**src/rtl/csr_bridge_pkg.sv**
```systemverilog
package csr_bridge_pkg;
  localparam int ADDR_W = 16;
  localparam int BE_W   = 4;
  localparam int DATA_W = 32;
  localparam int NWIN   = 16;
  localparam int WIDX_W = $clog2(NWIN);

  // command word bit positions
  localparam int BIT_BUSY = 31;
  localparam int BIT_RNW  = 30;
  localparam int BIT_UP   = 29;
  localparam int BIT_DN   = 28;
  localparam int BE_LSB   = 16;

  typedef struct packed {
    logic              busy;
    logic              rnw;
    logic              up;
    logic              dn;
    logic [BE_W-1:0]   be;
    logic [ADDR_W-1:0] addr;
  } cmd_t;

  typedef enum logic [1:0] {HIT_NONE, HIT_DATA, HIT_CMD, HIT_WIN} hit_e;

  function automatic cmd_t word_to_cmd(input logic [DATA_W-1:0] w);
    cmd_t c;
    c.busy = w[BIT_BUSY];
    c.rnw  = w[BIT_RNW];
    c.up   = w[BIT_UP];
    c.dn   = w[BIT_DN];
    c.be   = w[BE_LSB +: BE_W];
    c.addr = w[ADDR_W-1:0];
    return c;
  endfunction

  function automatic logic [DATA_W-1:0] cmd_to_word(input cmd_t c);
    logic [DATA_W-1:0] w;
    w = '0;
    w[BIT_BUSY] = c.busy;
    w[BIT_RNW]  = c.rnw;
    w[BIT_UP]   = c.up;
    w[BIT_DN]   = c.dn;
    w[BE_LSB +: BE_W] = c.be;
    w[ADDR_W-1:0] = c.addr;
    return w;
  endfunction

  function automatic logic [NWIN*ADDR_W-1:0] default_win_map();
    logic [NWIN*ADDR_W-1:0] m;
    for (int k = 0; k < NWIN; k++) m[k*ADDR_W +: ADDR_W] = ADDR_W'(16'h0A00 + k * 16);
    return m;
  endfunction
endpackage

```
**src/rtl/csr_host_decode.sv**
```systemverilog
module csr_host_decode
  import csr_bridge_pkg::*;
#(
  parameter int              HA_W      = 8,
  parameter logic [HA_W-1:0] DATA_ADDR = 8'h00,
  parameter logic [HA_W-1:0] CMD_ADDR  = 8'h01,
  parameter logic [HA_W-1:0] WIN_BASE  = 8'h10
) (
  input  logic              wr_en,
  input  logic [HA_W-1:0]   addr,
  output hit_e              hit,
  output logic [WIDX_W-1:0] win_idx
);
  logic win_sel;

  assign win_sel = (addr[HA_W-1:WIDX_W] == WIN_BASE[HA_W-1:WIDX_W]);
  assign win_idx = addr[WIDX_W-1:0];

  always_comb begin
    hit = HIT_NONE;
    if (wr_en) begin
      if (win_sel)                hit = HIT_WIN;
      else if (addr == CMD_ADDR)  hit = HIT_CMD;
      else if (addr == DATA_ADDR) hit = HIT_DATA;
    end
  end
endmodule

```
**src/rtl/csr_win_map.sv**
```systemverilog
module csr_win_map
  import csr_bridge_pkg::*;
#(
  parameter logic [NWIN*ADDR_W-1:0] WIN_MAP = default_win_map()
) (
  input  logic [WIDX_W-1:0] idx,
  output logic [ADDR_W-1:0] tgt_addr
);
  logic [ADDR_W-1:0] entry [NWIN];

  for (genvar k = 0; k < NWIN; k++) begin : g_entry
    assign entry[k] = WIN_MAP[k*ADDR_W +: ADDR_W];
  end

  assign tgt_addr = entry[idx];
endmodule

```
**src/rtl/csr_cmd_engine.sv**
```systemverilog
module csr_cmd_engine
  import csr_bridge_pkg::*;
(
  input  logic              clk,
  input  logic              rst_n,
  input  hit_e              hit,
  input  logic [DATA_W-1:0] wdata,
  input  logic [ADDR_W-1:0] win_addr,
  input  logic              ack,
  output logic [DATA_W-1:0] data_q,
  output cmd_t              cmd_q
);
  logic [DATA_W-1:0] data_d;
  cmd_t              cmd_d;
  logic              data_en;
  logic              cmd_en;

  always_comb begin
    data_d  = data_q;
    cmd_d   = cmd_q;
    data_en = 1'b0;
    cmd_en  = 1'b0;
    if (cmd_q.busy) begin
      if (ack) begin
        cmd_en     = 1'b1;
        cmd_d.busy = 1'b0;
        if (cmd_q.up && !cmd_q.dn)      cmd_d.addr = cmd_q.addr + 1'b1;
        else if (cmd_q.dn && !cmd_q.up) cmd_d.addr = cmd_q.addr - 1'b1;
      end
    end else begin
      unique case (hit)
        HIT_WIN: begin
          data_en    = 1'b1;
          data_d     = wdata;
          cmd_en     = 1'b1;
          cmd_d.addr = win_addr;
          cmd_d.be   = '1;
          cmd_d.rnw  = 1'b0;
          cmd_d.up   = 1'b0;
          cmd_d.dn   = 1'b0;
          cmd_d.busy = 1'b1;
        end
        HIT_CMD: begin
          cmd_en     = 1'b1;
          cmd_d      = word_to_cmd(wdata);
          cmd_d.busy = wdata[BIT_BUSY] && !wdata[BIT_RNW];
        end
        HIT_DATA: begin
          data_en = 1'b1;
          data_d  = wdata;
          if ((cmd_q.up || cmd_q.dn) && !cmd_q.rnw) begin
            cmd_en     = 1'b1;
            cmd_d.busy = 1'b1;
          end
        end
        default: ;
      endcase
    end
  end

  always_ff @(posedge clk or negedge rst_n) begin
    if (!rst_n) begin
      data_q <= '0;
      cmd_q  <= '0;
    end else begin
      if (data_en) data_q <= data_d;
      if (cmd_en)  cmd_q  <= cmd_d;
    end
  end
endmodule

```
**src/rtl/csr_write_bridge.sv**
```systemverilog
module csr_write_bridge
  import csr_bridge_pkg::*;
#(
  parameter int                     HA_W      = 8,
  parameter logic [HA_W-1:0]        DATA_ADDR = 8'h00,
  parameter logic [HA_W-1:0]        CMD_ADDR  = 8'h01,
  parameter logic [HA_W-1:0]        WIN_BASE  = 8'h10,
  parameter logic [NWIN*ADDR_W-1:0] WIN_MAP   = default_win_map()
) (
  input  logic              clk,
  input  logic              rst_n,
  input  logic              host_wr_en,
  input  logic [HA_W-1:0]   host_addr,
  input  logic [DATA_W-1:0] host_wdata,
  input  logic [HA_W-1:0]   host_rd_addr,
  output logic [DATA_W-1:0] host_rdata,
  output logic [ADDR_W-1:0] reg_addr,
  output logic [BE_W-1:0]   reg_be,
  output logic [DATA_W-1:0] reg_wdata,
  output logic              reg_stb,
  input  logic              reg_ack
);
  logic [1:0]        rst_pipe;
  logic              rst_sync_n;
  hit_e              hit;
  logic              win_hit;
  logic [WIDX_W-1:0] win_idx;
  logic [ADDR_W-1:0] win_addr;
  logic [DATA_W-1:0] data_q;
  cmd_t              cmd_q;

  // asynchronous assert, synchronous release
  always_ff @(posedge clk or negedge rst_n) begin
    if (!rst_n) rst_pipe <= '0;
    else        rst_pipe <= {rst_pipe[0], 1'b1};
  end
  assign rst_sync_n = rst_pipe[1];

  csr_host_decode #(
    .HA_W(HA_W), .DATA_ADDR(DATA_ADDR), .CMD_ADDR(CMD_ADDR), .WIN_BASE(WIN_BASE)
  ) u_dec (
    .wr_en(host_wr_en), .addr(host_addr), .hit(hit), .win_idx(win_idx)
  );

  csr_win_map #(.WIN_MAP(WIN_MAP)) u_map (.idx(win_idx), .tgt_addr(win_addr));

  csr_cmd_engine u_eng (
    .clk(clk), .rst_n(rst_sync_n), .hit(hit), .wdata(host_wdata),
    .win_addr(win_addr), .ack(reg_ack), .data_q(data_q), .cmd_q(cmd_q)
  );

  assign win_hit = (hit == HIT_WIN);

  always_comb begin
    if (host_rd_addr == DATA_ADDR)     host_rdata = data_q;
    else if (host_rd_addr == CMD_ADDR) host_rdata = cmd_to_word(cmd_q);
    else                               host_rdata = '0;
  end

  assign reg_addr  = cmd_q.addr;
  assign reg_be    = cmd_q.be;
  assign reg_wdata = data_q;
  assign reg_stb   = cmd_q.busy;
endmodule


```
**config.mk**
```make
export PLATFORM = sky130hd
export DESIGN_NAME = csr_write_bridge
export DESIGN_NICKNAME = d
export VERILOG_FILES = /design/src/rtl/csr_bridge_pkg.sv /design/src/rtl/csr_host_decode.sv /design/src/rtl/csr_win_map.sv /design/src/rtl/csr_cmd_engine.sv /design/src/rtl/csr_write_bridge.sv
export SDC_FILE = /design/constraint.sdc
export NUM_CORES = 1
export LEC_CHECK = 0
export ABC_AREA = 0
export BUFFER_PORTS_ARGS = -buffer_cell sky130_fd_sc_hd__buf_2
export CAP_MARGIN = 20
export CORE_AREA = 2 2 86 88
export CTS_BUF_LIST = sky130_fd_sc_hd__clkbuf_4 sky130_fd_sc_hd__clkbuf_8
export DETAILED_ROUTE_END_ITERATION = 8
export DIE_AREA = 0 0 88 90
export PLACE_DENSITY = 0.87
export SETUP_SLACK_MARGIN = 0.02
export SLEW_MARGIN = 40
export SYNTH_ARGS = -nofsm -noshare
export SYNTH_HDL_FRONTEND = slang
export SYNTH_SLANG_ARGS = --single-unit
```
**constraint.sdc**
```tcl
create_clock -name clk -period 3.3 [get_ports clk]
set_input_delay 0.33 -clock clk [delete_from_list [all_inputs] [get_ports clk]]
set_output_delay 0.33 -clock clk [all_outputs]
set_load 0.05 [all_outputs]
```
==> results of run 1 <==
sequential cells by signal, summed over array words and instances (netlist names):
signal        count
u_eng.data_q     32
u_eng.cmd_q      24
rst_pipe          2
cell type report:
type,count,area [µm²],area share (%)
sequential,58,1456,31.25
multi-input combinational,282,2096,44.97
tap,99,123.9,2.658
clock buffer,10,137.6,2.953
inverter,12,45.04,0.9664
clock inverter,6,50.05,1.074
timing repair buffer,142,752.0,16.13
power groups by stage:
| stage | combinational, mW | clock (mW) | sequential (mW) |
|---|---|---|---|
| CTS | 2.27 | 0.630 | 1.11 |
| global placement | 2.20 | 0 | 1.11 |
| floorplan | 1.57 | 0 | 1.43 |
| global route | 2.47 | 0.657 | 1.15 |
| finish | 2.29 | 0.623 | 1.12 |
| detailed placement | 2.26 | 0 | 1.13 |
cells by family after synthesis:
logic type	Yosys count
other	1
flip-flops	58
AO/OA/AOI/OAI	93
buffers and inverters	50
multiplexers	57
AND/OR/NAND/NOR	106
adder cells (fa/ha/maj)	17
XOR/XNOR	8
per-stage QoR:
step / area, µm² / hold WS [ns] / util [%] / worst slack [ns]
final: 4661 / 0.2056 / 66.39 / 0.2728
after global routing: 4661 / 0.2136 / 66.39 / 0.03353
after detailed placement: 4453 / 0.1183 / 63.43 / 0.3437
after floorplan: 3826 / 0.03441 / - / 0.5746
after global placement: 4413 / 0.1172 / 62.86 / 0.5041
after CTS: 4651 / 0.1983 / 66.24 / 0.3225
layer usage:
layer  vias up  global-route usage, %
li1       1618                      -
met1      1655                  34.04
met2       167                  43.12
met3        22                  5.418
met4         0                  10.77
met5         -                      0
cell usage in the layout (no fill, tap or decap), drive strengths merged, types with 10 or more instances in the layout:
cell type  instances
nand2             15
dfrtp             58
ha                16
clkbuf            10
mux2i             26
o21ai             18
a21oi             27
buf              141
mux2              31
nor2              51
inv               13
worst max-delay path, stage by stage, from the launching register on:
cell	delay, ns
dfrtp_1	0.38
inv_1	0.11
ha_1	0.30
inv_1	0.30
ha_1	0.49
o211ai_1	0.13
a21oi_1	0.35
o21ai_0	0.25
a31oi_1	0.33
mux2i_1	0.22
nor2_1	0.06
final timing paths:
path / startpoint / end / cells past startpoint
worst max-delay path: u_eng.cmd_q[20]$_DFFE_PN0P_ / u_eng.cmd_q[14]$_DFFE_PN0P_ / 10
worst min-delay path: host_wdata[18] / u_eng.cmd_q[18]$_DFFE_PN0P_ / 2
worst max register to register: u_eng.cmd_q[20]$_DFFE_PN0P_ / u_eng.cmd_q[14]$_DFFE_PN0P_ / 10
worst min register to register: rst_pipe[1]$_DFF_PN0_ / u_eng.data_q[26]$_DFFE_PN0P_ / 0
max in group asynchronous: rst_pipe[1]$_DFF_PN0_ / u_eng.cmd_q[13]$_DFFE_PN0P_ / 1
min in group asynchronous: rst_pipe[1]$_DFF_PN0_ / u_eng.data_q[26]$_DFFE_PN0P_ / 0
timing repair:
item | 4_1_cts | 5_1_grt
endpoints found under the hold margin | 2 | 0
gates resized for setup | 0 | 0
hold buffers | 1 | 0
setup buffers | 0 | 0
==> summary.txt, run 1 <==
Pwr dens - 864.4 mW/mm²
CTS tree - built
Syn_nets - 459
CP Capture Type - register
First-pass GRT wire length - 16660 µm
Vias in the first global route - 3419
Chip width - 88 µm
Clock root buffer - clkbuf_8
Rows - 31
Routed Antenna Nets - 0
DR WL met3 - 728 µm
Slew Viols, Final - 0
Total power - 4.029 mW
Sequential Power Share - 27.7%
Synth Area in Compound Gates - 17.04%
Ys Warns - 0
Final Hold Vio Count - 0
Total gr overflow - 0
Setup TNS - 0 ns
DRC viols - 0
Antenna diodes - 0
DR vias/cell - 5.685
Initial antenna violation count - 0
NetSw - 2.065 mW
Synth cell types - 63
Synth top area cells - dfrtp_1 38%, mux2_2 9.1%, mux2i_1 6.8%, ha_1 5.2%, nor2_1 4.8%
Clock Skew - 0.008461 ns
Max Cap Viol - 0
IO Port Bufs - 136
Async set-or-reset flop fraction in the synthesized netlist - 100.0%
Most frequent cell after synthesis - dfrtp_1
Latest clock arrival within the worst-skew pair - 0.35 ns
Area delta synth->final - 21.81%
Gr usage total - 26.51%
Clock sinks - 58
XOR/XNOR share of the synthesized area - 1.831%
Post-Synth Adder-Cell Area - 5.755%
Flip-flop and latch count after synthesis - 58
P_int - 1.964 mW
RSZ-0062 raised after global routing - false
Syn Area/Cell - 9.811 µm²
CP max FO - 14
Sw frac - 51.26%
Final RePlAce weighted congestion - 0.9140
Max layer used - met4
Finished Layout Cells - 609
Layout cells sized above 1 - 40.98%
CTS Buf Count - 9
Initial Util - 54.50%
Top cells by count, synth - 58 x dfrtp_1, 49 x nor2_1, 31 x mux2_2
Comb pwr share - 56.8%
Crit Path Category - reg -> reg
Top-area cell type share of the netlist area - 37.93%
Nets - 574
DRT iter0 DRCs - 174
Synth Cell Area - 0.003826 mm²
Routed len/inst - 16.90 µm
Clock power frac - 15.5%
Worst hold path type - in -> reg
Minimum clock period after layout - 3.027 ns
Post-synth EDFFs - 0
Synth Flop Type - dfrtp_1
First-pass DRT Iterations - 5
# setup viols final - 0
CORE AREA - 0.007020 mm²
Worst Path Required - 3.54 ns
Leakage - 2.327 nW
Largest net degree at the start of global routing - 35
Status - finished clean
Clk slew on worst S/H paths - 0.08 ns
Post-Route WL - 10290 µm
Main combinational cell family by area after synthesis - compound AO/OA/AOI/OAI gates
Pin slew with the least headroom to its limit - 0.7963 ns
Post-synthesis simple-gate area fraction - 13.93%
Mux share of post-synthesis cell area - 15.93%
WL met1 - 4278 µm
Reg2Reg Setup Slack - 0.27 ns
Sequential share of the synthesized area - 37.93%
Synth area leader - dfrtp_1
Met2 WL - 5033 µm
CP Launch Type - register
Die Y - 90 µm
Maximum achievable frequency - 0.3303 GHz
IO Pins - 137
Htree depth - 3
Rel. slew slack - 46.91%
Fill count - 558
# placed instances - 591
Worst EP arrival - 3.27 ns
Tcrit/Tclk final - 91.73%
Die area - 0.007920 mm²
CTS max path bufs - 2
DP Wirelength - 7660 µm
Mapped Cells - 390
Worst vdd ir - 486.1 µV
DR vias - 3462
Power figures use the tool's default switching activity.
==> inputs of run 2 (changes only) <==
--- a/config.mk
+++ b/config.mk
@@ -13,7 +13,7 @@
 export DETAILED_ROUTE_END_ITERATION = 8
 export DIE_AREA = 0 0 88 90
 export PLACE_DENSITY = 0.87
-export SETUP_SLACK_MARGIN = 0.02
+export SETUP_SLACK_MARGIN = 0.4
 export SLEW_MARGIN = 40
 export SYNTH_ARGS = -nofsm -noshare
 export SYNTH_HDL_FRONTEND = slang
==> summary.txt, run 2 (same netlist as run 1, synthesis figures left out) <==
Status - finished clean
DRT iter0 DRCs - 159 (-8.6%)
Layout cells sized above 1 - 42.80% (+1.8 points)
Rel. slew slack - 46.96% (+0.049 points)
CP max FO - 7 (-7)
Post-placement cell area - 0.004453 mm² (unchanged)
Nets - 578 (+0.70%)
Largest Register - u_eng.data_q
Gr usage total - 26.93% (+0.42 points)
Worst r2r dst - u_eng.cmd_q[12]$_DFFE_PN0P_
DRC viols - 0 (unchanged)
R2R Path Start - u_eng.cmd_q[20]$_DFFE_PN0P_
Commonest non-fill, non-tap cell in the layout - buf_2
Clock root buffer - clkbuf_8
Die Y - 90 µm (unchanged)
Pwr dens - 868.8 mW/mm² (+0.51%)
Final RePlAce weighted congestion - 0.9140 (unchanged)
Clock Skew - 0.008232 ns (-0.0002295 ns)
CP Capture Type - register
# setup viols final - 0 (unchanged)
Worst Hold Depth - 2 (unchanged)
CTS max path bufs - 2 (unchanged)
First-pass GRT wire length - 16920 µm (+1.5%)
Final Hold Vio Count - 0 (unchanged)
Final core utilization - 67.31% (+0.93 points)
Rows - 31 (unchanged)
CTS tree - built
Clock sinks - 58 (unchanged)
Clk slew on worst S/H paths - 0.07 ns (about the same)
Hold slack - 0.2068 ns (+0.001183 ns)
Grt met1 use - 34.40% (+0.36 points)
Min-Delay Startpoint - host_wdata[19]
Worst hold path type - in -> reg
Initial Util - 54.50% (unchanged)
Initial antenna violation count - 0 (unchanged)
DR vias - 3498 (+1.0%)
Worst EP arrival - 2.98 ns (-0.29 ns)
Largest net degree at the start of global routing - 35 (unchanged)
Tcrit/Tclk final - 83.10% (-8.6 points)
Max reg flops - 32 (unchanged)
Routed len/inst - 17.22 µm (+1.9%)
Vias in the first global route - 3452 (+0.97%)
Setup TNS - 0 ns (unchanged)
DR vias/cell - 5.706 (+0.38%)
Post-route cell area - 0.004726 mm² (+1.4%)
Max Cap Viol - 0 (unchanged)
M3 GR Usage - 5.418% (unchanged)
Htree depth - 3 (unchanged)
Total gr overflow - 0 (unchanged)
Maximum achievable frequency - 0.3647 GHz (+10%)
CORE AREA - 0.007020 mm² (unchanged)
Path depth of the worst reg2reg path - 10 (unchanged)
Leakage - 2.338 nW (+0.48%)
First-pass DRT Iterations - 5 (unchanged)
Chip width - 88 µm (unchanged)
Antenna diodes - 0 (unchanged)
GRT busiest layer - met2
Die area - 0.007920 mm² (unchanged)
Area delta synth->final - 23.51%
Pin slew with the least headroom to its limit - 0.7956 ns (-0.0007309 ns)
Routed Antenna Nets - 0 (unchanged)
Slew Viols, Final - 0 (unchanged)
Commonest cells after routing, fill and taps aside - 136 x buf_2, 56 x dfrtp_1, 49 x nor2_1
IO Pins - 137 (unchanged)
DP Wirelength - 7660 µm (unchanged)
RSZ-0062 raised after global routing - false
Total power - 4.106 mW (+1.9%)
CTS Buf Count - 9 (unchanged)
Latest clock arrival within the worst-skew pair - 0.35 ns (about the same)
Worst Path Required - 3.53 ns (about the same)
Reg2Reg Setup Slack - 0.56 ns (+0.28 ns)
CP Launch Type - register
IO Port Bufs - 136 (unchanged)
Worst vdd ir - 485.9 µV (about the same)
Post-Route WL - 10550 µm (+2.6%)
Top flop regs - u_eng.data_q (32), u_eng.cmd_q (24), rst_pipe (2)
Hold Path End - u_eng.cmd_q[19]$_DFFE_PN0P_
Met2 Usage GRT - 44.26% (+1.1 points)
Minimum clock period after layout - 2.742 ns (-0.2849 ns)
Crit Path Category - reg -> reg
[run 2: cell type report]
class	count	area [µm²]
repair buffers	145	774.5
repair inverters	1	7.507
clock inverters	6	50.05
well taps	99	123.9
multi-input cells	282	2127
clock buffers	10	137.6
fillers	540	2295
flip-flops and latches	58	1456
inverters	12	48.80
[run 2: routing by layer]
metal,up-vias,routed length [µm]
met4,0,264
li1,1627,-
met5,-,0
met3,25,687
met1,1685,4380
met2,161,5222
[run 2: how the worst max path moves through the flow]
stage	startpoint	end	slack [ns]	depth (start not counted)
floorplan	u_eng.cmd_q[23]$_DFFE_PN0P_	host_rdata[31]	0.57	5
finish	u_eng.cmd_q[20]$_DFFE_PN0P_	u_eng.cmd_q[12]$_DFFE_PN0P_	0.56	10
CTS	u_eng.cmd_q[20]$_DFFE_PN0P_	u_eng.cmd_q[15]$_DFFE_PN0P_	0.50	11
detailed placement	u_eng.cmd_q[20]$_DFFE_PN0P_	u_eng.cmd_q[13]$_DFFE_PN0P_	0.34	9
global placement	u_eng.cmd_q[20]$_DFFE_PN0P_	u_eng.cmd_q[13]$_DFFE_PN0P_	0.50	9
global route	u_eng.cmd_q[20]$_DFFE_PN0P_	u_eng.cmd_q[13]$_DFFE_PN0P_	0.40	10
[run 2: worst max-delay path, stage by stage, from the launching register on]
cell and delay [ns]:
dfrtp_1 0.38, inv_1 0.14, ha_4 0.22, clkinvlp_4 0.17, ha_1 0.37, o211ai_1 0.26, a21oi_2 0.10, o41a_1 0.36
a221oi_1 0.34, xor2_1 0.21, o21ai_1 0.07
[run 2: stage by stage]
step                      instances  setup WS [ns]
after global placement          589         0.5041
after global routing            613         0.4017
after CTS                       611         0.5043
final                           613         0.5577
after floorplan                 390         0.5746
after detailed placement        591         0.3437
[run 2: timing repair]
action,in CTS,in global routing
pin swaps,0,1
endpoints found under the hold margin,2,0
hold buffers,1,0
endpoints found under the setup margin,3,5
setup buffers,3,0
gates resized for setup,4,6
gates cloned,0,1
[run 2: report_power, final]
group,switching [mW],internal (mW)
Combinational,1.57,0.789
Sequential,0.208,0.911
Clock,0.325,0.299
Total,2.11,2.00
==> inputs of run 3 (changes only) <==
--- a/config.mk
+++ b/config.mk
@@ -8,11 +8,11 @@
 export ABC_AREA = 0
 export BUFFER_PORTS_ARGS = -buffer_cell sky130_fd_sc_hd__buf_2
 export CAP_MARGIN = 20
-export CORE_AREA = 2 2 86 88
+export CORE_AREA = 2 2 94 96
 export CTS_BUF_LIST = sky130_fd_sc_hd__clkbuf_4 sky130_fd_sc_hd__clkbuf_8
 export DETAILED_ROUTE_END_ITERATION = 8
-export DIE_AREA = 0 0 88 90
-export PLACE_DENSITY = 0.87
+export DIE_AREA = 0 0 96 98
+export PLACE_DENSITY = 0.77
 export SETUP_SLACK_MARGIN = 0.4
 export SLEW_MARGIN = 40
 export SYNTH_ARGS = -nofsm -noshare
==> constraint.sdc (replaced) <==
create_clock -name clk -period 2.2 [get_ports clk]
set_input_delay 0.22 -clock clk [delete_from_list [all_inputs] [get_ports clk]]
set_output_delay 0.22 -clock clk [all_outputs]
set_load 0.05 [all_outputs]
==> summary.txt, run 3 (same netlist as run 1, synthesis figures left out) <==
DRC viols - 0 (unchanged)
Worst hold path type - in -> reg
Routed Antenna Nets - 0 (unchanged)
Worst Path Required - 2.43 ns (-1.10 ns)
# setup viols final - 6 (+6)
First-pass GRT wire length - 18320 µm (+8.3%)
Commonest cells after routing, fill and taps aside - 136 x buf_2, 56 x dfrtp_1, 51 x buf_4
Sw frac - 49.07% (-2.3 points)
DP Wirelength - 8437 µm (+10%)
Commonest non-fill, non-tap cell in the layout - buf_2
Rows - 34 (+9.7%)
Top flop regs - u_eng.data_q (32), u_eng.cmd_q (24), rst_pipe (2)
Tcrit/Tclk final - 105.7% (+23 points)
Cell mode on critical path - ha_4
CTS Buf Count - 9 (unchanged)
Grt met1 use - 32.19% (-2.2 points)
Vias in the first global route - 3703 (+7.3%)
DRT iter0 DRCs - 162 (+1.9%)
Nets - 624 (+8.0%)
NetSw - 3.541 mW (+68%)
M3 GR Usage - 6.096% (+0.68 points)
RSZ-0062 raised after global routing - true
Routed len/inst - 17.12 µm (-0.55%)
Die Y - 98 µm (+8.9%)
Buf+Inv Stages, Crit Path - 2 (unchanged)
IO Pins - 137 (unchanged)
Clock power frac - 14.2% (-1.0 points)
GRT busiest layer - met2
Area delta synth->final - 41.82%
Initial Util - 45.20% (-9.3 points)
Pwr dens - 1330 mW/mm² (+53%)
Min setup slack post-route - -0.1262 ns (-0.6838 ns)
Comb pwr share - 62.7% (+5.1 points)
CP top delay family - compound AO/OA/AOI/OAI gates
Clock Skew - 0.01209 ns (+0.003854 ns)
Post-Route WL - 11440 µm (+8.4%)
Crit Path Category - reg -> reg
CP Cell Sequence - inv_2 > ha_4 > inv_8 > ha_4 > o211ai_1 > a21oi_2 > o41a_1 > a221oi_2 > xor2_1 > o21ai_1
CP peak stage delay - 0.38 ns (about the same)
Worst EP arrival - 2.55 ns (-0.43 ns)
Hold slack - 0.09173 ns (-0.1151 ns)
Slew Viols, Final - 0 (unchanged)
Pre-CTS setup slack - -0.09069 ns (-0.4344 ns)
Gr usage total - 25.17% (-1.8 points)
Clock sinks - 58 (unchanged)
Max Cap Viol - 0 (unchanged)
Largest Register - u_eng.data_q
Total gr overflow - 0 (unchanged)
CP Launch Type - register
DR vias/cell - 5.446 (-4.6%)
Htree depth - 3 (unchanged)
Maximum achievable frequency - 0.4299 GHz (+18%)
Minimum clock period after layout - 2.326 ns (-0.4162 ns)
Final Hold Vio Count - 0 (unchanged)
Leakage - 2.620 nW (+12%)
Largest net degree at the start of global routing - 27 (-23%)
Initial antenna violation count - 0 (unchanged)
Layout cells sized above 1 - 57.14% (+14 points)
CP Capture Type - register
Max reg flops - 32 (unchanged)
P_int - 3.675 mW (+84%)
Failing checks - negative setup slack
CTS tree - built
Latest clock arrival within the worst-skew pair - 0.35 ns (about the same)
Met2 Usage GRT - 41.24% (-3.0 points)
Chip width - 96 µm (+9.1%)
Worst vdd ir - 621.2 µV (+28%)
Final RePlAce weighted congestion - 0.9333 (+2.1%)
CTS max path bufs - 2 (unchanged)
CP max FO - 14 (+7)
DR vias - 3638 (+4.0%)
Clock root buffer - clkbuf_8
Antenna diodes - 0 (unchanged)
Die area - 0.009408 mm² (+19%)
Clk slew on worst S/H paths - 0.07 ns (about the same)
Status - complete, but fails checks
Sequential Power Share - 23.1% (-4.2 points)
First-pass DRT Iterations - 6 (+1)
IO Port Bufs - 136 (unchanged)
Slowest CP cell - dfrtp_1
CORE AREA - 0.008466 mm² (+21%)
## run 3: layout make-up
cell class                      count  area [µm²]
Fill cell                         688        3039
Multi-Input combinational cell    282        2440
Sequential cell                    58        1454
Timing Repair Buffer              192        1145
Tap cell                          108       135.1
Clock buffer                        9       123.9
Clock inverter                      7       76.32
Inverter                           12       52.55
## run 3: power groups by stage
stage	sequential, mW	clock [mW]	combinational [mW]
6_report	1.66	1.03	4.52
5_1_grt	1.71	1.11	4.85
4_1_cts	1.66	1.04	4.32
2_1_floorplan	2.17	0	2.71
3_3_place_gp	1.66	0	4.02
3_5_place_dp	1.68	0	4.09
## run 3: timing repair
item	in CTS	in global routing
pin swaps	11	7
hold buffers	1	0
buffers inserted	4	7
endpoints found under the hold margin	2	0
setup endpoints to repair	14	23
resized for setup	13	15
## run 3: path summary, 6_finish.rpt
kind | startpoint | to | slack [ns] | cells after the start
min in group asynchronous | rst_n | rst_pipe[0]$_DFF_PN0_ | 0.18 | 2
setup / recovery | u_eng.cmd_q[20]$_DFFE_PN0P_ | u_eng.cmd_q[12]$_DFFE_PN0P_ | -0.13 | 10
hold / removal | reg_ack | u_eng.cmd_q[23]$_DFFE_PN0P_ | 0.09 | 2
max in group asynchronous | rst_pipe[1]$_DFF_PN0_ | u_eng.cmd_q[16]$_DFFE_PN0P_ | 1.44 | 1
hold reg to reg | rst_pipe[1]$_DFF_PN0_ | u_eng.data_q[22]$_DFFE_PN0P_ | 0.19 | 0
setup reg to reg | u_eng.cmd_q[20]$_DFFE_PN0P_ | u_eng.cmd_q[12]$_DFFE_PN0P_ | -0.13 | 10
## run 3: routing by layer
metal / routed length [µm] / vias to the layer above
met5: 0 / -
met4: 231 / 0
met3: 786 / 26
met2: 5576 / 140
met1: 4843 / 1752
li1: - / 1720
## run 3: stage by stage
stage               instance area, µm²  utilization, %  setup TNS (ns)  cells  power [mW]
global placement                  4986           58.90       -0.001805    640       5.678
detailed placement                4986           58.90         -0.2827    640       5.776
CTS                               5300           62.61         -0.3125    661       7.020
floorplan                         4060               -               0    390       4.880
finish                            5426           64.10         -0.3409    668       7.216
global route                      5426           64.10          -1.406    668       7.675
